### src/rtl/ilv_pkg.sv
package ilv_pkg;
  localparam int NUM_LANES = 2;

  typedef enum logic {
    LANE_EVEN = 1'b0,
    LANE_ODD  = 1'b1
  } lane_sel_e;
endpackage

### src/rtl/ilv_turn_ctrl.sv
module ilv_turn_ctrl
  import ilv_pkg::*;
(
  input  logic                 clk,
  input  logic                 rst,
  input  logic                 in_valid,
  output logic [NUM_LANES-1:0] lane_load,
  output lane_sel_e            mux_sel,
  output logic                 out_valid
);
  lane_sel_e turn_q;
  logic [1:0] vld_q;

  always_ff @(posedge clk) begin
    if (rst) begin
      turn_q <= LANE_EVEN;
      vld_q  <= '0;
    end else begin
      turn_q <= (turn_q == LANE_EVEN) ? LANE_ODD : LANE_EVEN;
      vld_q  <= {vld_q[0], in_valid};
    end
  end

  for (genvar i = 0; i < NUM_LANES; i++) begin : g_load
    assign lane_load[i] = in_valid && (turn_q == lane_sel_e'(i));
  end

  // The lane loaded two edges ago had the same turn value it has now.
  assign mux_sel   = turn_q;
  assign out_valid = vld_q[1];

  // the turn bit alternates on every cycle after reset
  assert_turn_flips_R5: assert property (@(posedge clk) disable iff (rst)
    $past(!rst) |-> (turn_q != $past(turn_q)));
endmodule

### src/rtl/ilv_mac_lane.sv
module ilv_mac_lane #(
  parameter int DW = 16,
  localparam int CW = 2 * DW,
  localparam int YW = 2 * DW + 1
) (
  input  logic          clk,
  input  logic          rst,
  input  logic          load,
  input  logic [DW-1:0] a,
  input  logic [DW-1:0] b,
  input  logic [CW-1:0] c,
  output logic [YW-1:0] y
);
  logic [DW-1:0] a_q, b_q;
  logic [CW-1:0] c_q;
  logic [CW-1:0] prod;

  always_ff @(posedge clk) begin
    if (rst) begin
      a_q <= '0;
      b_q <= '0;
      c_q <= '0;
    end else if (load) begin
      a_q <= a;
      b_q <= b;
      c_q <= c;
    end
  end

  // Multicycle path: settles within two clock periods of a load.
  assign prod = a_q * b_q;
  assign y    = {1'b0, prod} + {1'b0, c_q};

  // a lane is never handed operands on two consecutive cycles
  assert_no_back_to_back_R5: assert property (@(posedge clk) disable iff (rst)
    load |=> !load);

  // held operands stay put through the second settling cycle
  assert_operands_held_R5: assert property (@(posedge clk) disable iff (rst)
    load |-> ##2 ($stable(a_q) && $stable(b_q) && $stable(c_q)));
endmodule

### src/rtl/ilv_out_mux.sv
module ilv_out_mux
  import ilv_pkg::*;
#(
  parameter int YW = 33
) (
  input  lane_sel_e            sel,
  input  logic [NUM_LANES-1:0][YW-1:0] lane_y,
  output logic [YW-1:0]        y
);
  always_comb begin
    y = lane_y[0];
    for (int i = 0; i < NUM_LANES; i++) begin
      if (sel == lane_sel_e'(i)) y = lane_y[i];
    end
  end
endmodule

### src/rtl/ilv_mac_stage.sv
module ilv_mac_stage
  import ilv_pkg::*;
#(
  parameter int DW = 16,
  localparam int CW = 2 * DW,
  localparam int YW = 2 * DW + 1
) (
  input  logic          clk,
  input  logic          rst,
  input  logic          in_valid,
  input  logic [DW-1:0] in_a,
  input  logic [DW-1:0] in_b,
  input  logic [CW-1:0] in_c,
  output logic          out_valid,
  output logic [YW-1:0] out_y
);
  logic [NUM_LANES-1:0]         lane_load;
  logic [NUM_LANES-1:0][YW-1:0] lane_y;
  lane_sel_e                    mux_sel;

  ilv_turn_ctrl u_ctrl (
    .clk       (clk),
    .rst       (rst),
    .in_valid  (in_valid),
    .lane_load (lane_load),
    .mux_sel   (mux_sel),
    .out_valid (out_valid)
  );

  for (genvar i = 0; i < NUM_LANES; i++) begin : g_lane
    ilv_mac_lane #(.DW(DW)) u_lane (
      .clk  (clk),
      .rst  (rst),
      .load (lane_load[i]),
      .a    (in_a),
      .b    (in_b),
      .c    (in_c),
      .y    (lane_y[i])
    );
  end

  ilv_out_mux #(.YW(YW)) u_mux (
    .sel    (mux_sel),
    .lane_y (lane_y),
    .y      (out_y)
  );

  // at most one lane captures operands per cycle
  assert_single_load_R5: assert property (@(posedge clk) disable iff (rst)
    $onehot0(lane_load));

  // every accepted operand yields a result two cycles later
  assert_result_due_R3: assert property (@(posedge clk) disable iff (rst)
    in_valid |-> ##2 out_valid);

  // no result without an operand two cycles earlier
  assert_no_spurious_R3: assert property (@(posedge clk) disable iff (rst)
    out_valid |-> $past(in_valid, 2));

  // nothing emerges in the first cycle after reset
  assert_quiet_after_reset_R1: assert property (@(posedge clk) disable iff (rst)
    $past(rst) |-> !out_valid);
endmodule

### config.mk
export PLATFORM = sky130hd
export DESIGN_NAME = ilv_mac_stage
export DESIGN_NICKNAME = d
export VERILOG_FILES = /design/src/rtl/ilv_pkg.sv /design/src/rtl/ilv_turn_ctrl.sv /design/src/rtl/ilv_mac_lane.sv /design/src/rtl/ilv_out_mux.sv /design/src/rtl/ilv_mac_stage.sv
export SDC_FILE = /design/constraint.sdc
export NUM_CORES = 2
export LEC_CHECK = 0
export BUFFER_PORTS_ARGS = -buffer_cell sky130_fd_sc_hd__clkbuf_2
export CAP_MARGIN = 20
export CORE_MARGIN = 2
export CORE_UTILIZATION = 52
export CTS_BUF_LIST = sky130_fd_sc_hd__clkbuf_16
export DETAILED_ROUTE_END_ITERATION = 8
export PLACE_DENSITY = 0.68
export SYNTH_ARGS = -nofsm -noshare
export SYNTH_HDL_FRONTEND = slang
export SYNTH_SLANG_ARGS = --single-unit
### constraint.sdc
create_clock -name clk -period 24.2 [get_ports clk]
set_input_delay 7.26 -clock clk [delete_from_list [all_inputs] [get_ports clk]]
set_output_delay 7.26 -clock clk [all_outputs]
set_load 0.05 [all_outputs]
==> run metrics <==
Vias/cell around 5.4; GRT Residual Overflow 0; FF/Latch Area around 2600 um2; met2 WL ~31000 um; uppermost layer routed met4; Gate power share 31.1%; Critical Path AT between 7 and 8 ns; Finished Cell Area between 20000 and 30000 um2; initial antenna violation count 0; most common cell after layout, fill and taps aside inv_1; ant diodes 0; Starting Density around 53%; Least-Margin Pin Slew 0.852 ns; CTS H-tree depth 4; Longest Clk Path Bufs 2; Critical Path Source g_lane[1].u_lane.b_q[10]; Switch Pwr around 0.00032 W; placed inst area between 20000 and 25000 um2; All-Layer GR Usage between 20% and 30%; total power just under 0.0008 W; clock network power share 35.6%; Seq/Total Area, Yosys around 11%; Mapped Area 24100 um2; fill cell count roughly 4300; drt initial violations 1416; Final Cycle Share 60.9%; final setup vio count 0; largest net degree at the start of global routing roughly 70; area of the multi-input gates around 18000 um2; Layout Nets 3642; outcome finished, final reports clean; post-route setup TNS 0 ns; IO buf count 100; site row count ~80; CTS tree done; Worst Hold Launch g_lane[1].u_lane.c_q[8]; max-slew violations 0; hold buffer count at CTS 0; chip height approximately 220 um; final wirelength 67100 um; Core ar. 45500 um2; DR WL/cell around 19 um; reg2reg setup slack 22.16 ns; top_reg_cell synth dfxtp_1; Hold Crit Class register to register; post-cts resize count 0; HPWL after DPL around 55000 um; worst endpoint required time between 15 and 20 ns; switching portion of total power between 40% and 50%; crit path kind register to output pin; CP endpoint kind output pin; Total Die Area 48000 um2; #FFs+latches synth about 130; Leak ~13 nW; area leader, netlist fa_1; Die Wd roughly 220 um; Yosys cell types 62; asr flop ratio synth 0%; wire length on met1 ~27000 um; Slew Limit Headroom 43.1%; vias in the first global route 19900; PwrDens between 30 and 40 nW/um2; Setup Skew around 0.0098 ns; area grow syn2layout 6.14%; crit path max fanout 17; later-pin clock latency in the skew report roughly 0.45 ns; Residual DRC 0; Post-CTS Setup Bufs 0; DRT Pass-1 Iters 5; post-layout util between 50% and 60%; maximum vdd drop 0.0452 mV; via count approximately 19000; Int Pwr 0.000461 W; TritonCTS Buffers 17; Mapped Cells approximately 3000; RSZ-0062 raised after global routing no; Mapped Nets 3642; synth warn 0; Reg2Reg Launch Point u_ctrl.mux_sel; routed wl met3 ~5200 um; MaxCap Viol Count 0; total clock sinks between 100 and 150; I/O pins slightly above 100; Synth top area share between 30 and 40%; top post-synthesis cells by area fa_1 38%, dfxtp_1 11%, ha_1 11%, inv_1 11%, nand2_1 9.0%; placed insts ~3500; RePlAce Congestion 0.910; share of power burned in registers about 33%; Avg Inst Size Synth around 8.3 um2; Max Fclk 0.0678 GHz; share of layout cells above drive strength 1 under 10%; root buffer cell clkbuf_16; final hold vios 0; Antenna Nets Post-Route 0; final cell count without fillers approximately 3500; startpoint type of the worst setup path register; clock-pin slew on the worst setup and hold paths roughly 0.070 ns; Min Clock Period, post-route 14.75 ns; most frequent cells in the layout 685 x inv_1, 572 x nand2_1, 452 x fa_1; Post-synth EDFFs 0; first-pass GRT wire length between 100000 and 150000 um
-- layer usage --
layer  GRT usage [%]  vias up
met4            14.1        0
met1            39.0     9524
li1                -     8677
met2            46.9      693
met5               0        -
met3            5.82      142
-- state kept, by name, summed over array words and instances, names as in the netlist --
signal and flops:
u_ctrl.vld_q 2, g_lane.u_lane.c_q 64, u_ctrl.mux_sel 1, g_lane.u_lane.a_q 32
g_lane.u_lane.b_q 32
-- worst max-delay path, cell delays in order (launching register included) --
cell and delay [ns]:
dfxtp_1 0.80, nand2_1 0.18, fa_1 0.57, inv_1 0.06, fa_1 0.55, fa_1 0.44
fa_1 0.48, fa_1 0.49, inv_1 0.05, fa_1 0.47, inv_1 0.04, ha_1 0.32
a21oi_2 0.20, a21boi_1 0.22, o21ai_0 0.16, a21o_1 0.26, or4b_1 0.55, a221oi_2 0.32
xor2_1 0.15, a221oi_1 0.38, clkbuf_2 0.34
-- final timing paths --
kind                              end  depth (start not counted)
max                         out_y[29]                         20
min           g_lane[1].u_lane.c_q[8]                          2
max reg2reg  g_lane[0].u_lane.b_q[12]                          6
min reg2reg   g_lane[1].u_lane.c_q[8]                          2
-- power by group through the flow --
stage          Combinational (W)  Sequential [W]  Clock [W]
2_1_floorplan           0.000181        0.000238          0
3_3_place_gp            0.000237        0.000261          0
3_5_place_dp            0.000241        0.000262          0
4_1_cts                 0.000243        0.000258   0.000281
5_1_grt                 0.000267        0.000261   0.000290
6_report                0.000241        0.000259   0.000277
-- cell type report --
| cell class | count | area share, % |
|---|---|---|
| inverter | 685 | 10.1 |
| sequential | 131 | 10.3 |
| tap | 600 | 2.94 |
| multi-input combinational | 1970 | 72.0 |
| clock inverter | 15 | 0.755 |
| clock buffer | 17 | 1.67 |
| timing repair buffer | 110 | 2.26 |
-- metrics by stage --
stage	worst slack (ns)	hold WS [ns]
2_1_floorplan	9.87	0.414
3_3_place_gp	10.08	0.431
3_5_place_dp	9.98	0.437
4_1_cts	9.46	0.449
5_1_grt	9.18	0.466
6_report	9.45	0.456
-- cell families after synthesis --
family          after synthesis  synth area share [%]
buf+inv                     814                  12.7
compound gates              333                  8.26
xor+xnor                     43                  1.57
mux                          13                 0.562
simple gates                921                  17.6
fa+ha+maj                   660                  48.4
flops                       131                  10.9
-- cells in the mapped netlist, types with 2 or more instances --
cell / instances
inv_1: 685
nand2_1: 574
fa_1: 452
and2_1: 240
ha_1: 208
a21oi_1: 185
dfxtp_1: 131
clkbuf_1: 118
o21ai_0: 41
nor2_1: 34
xnor2_1: 27
a21o_1: 26
xor2_1: 16
nand3_1: 14
o21a_1: 13
nor2b_1: 12
buf_1: 11
a211oi_1: 10
nor3_1: 10
mux2i_1: 9
nand4_1: 8
a31oi_1: 7
o211ai_1: 7
o21bai_1: 6
o31ai_1: 6
and3_1: 5
or2_2: 5
mux2_2: 4
nor4_1: 4
o211a_1: 4
nand2b_1: 3
nand3b_1: 3
or3_1: 3
a21boi_1: 2
a21o_2: 2
a311oi_1: 2
a41oi_1: 2
nor3b_1: 2
Note: power is estimated with default switching activity, not from simulation.
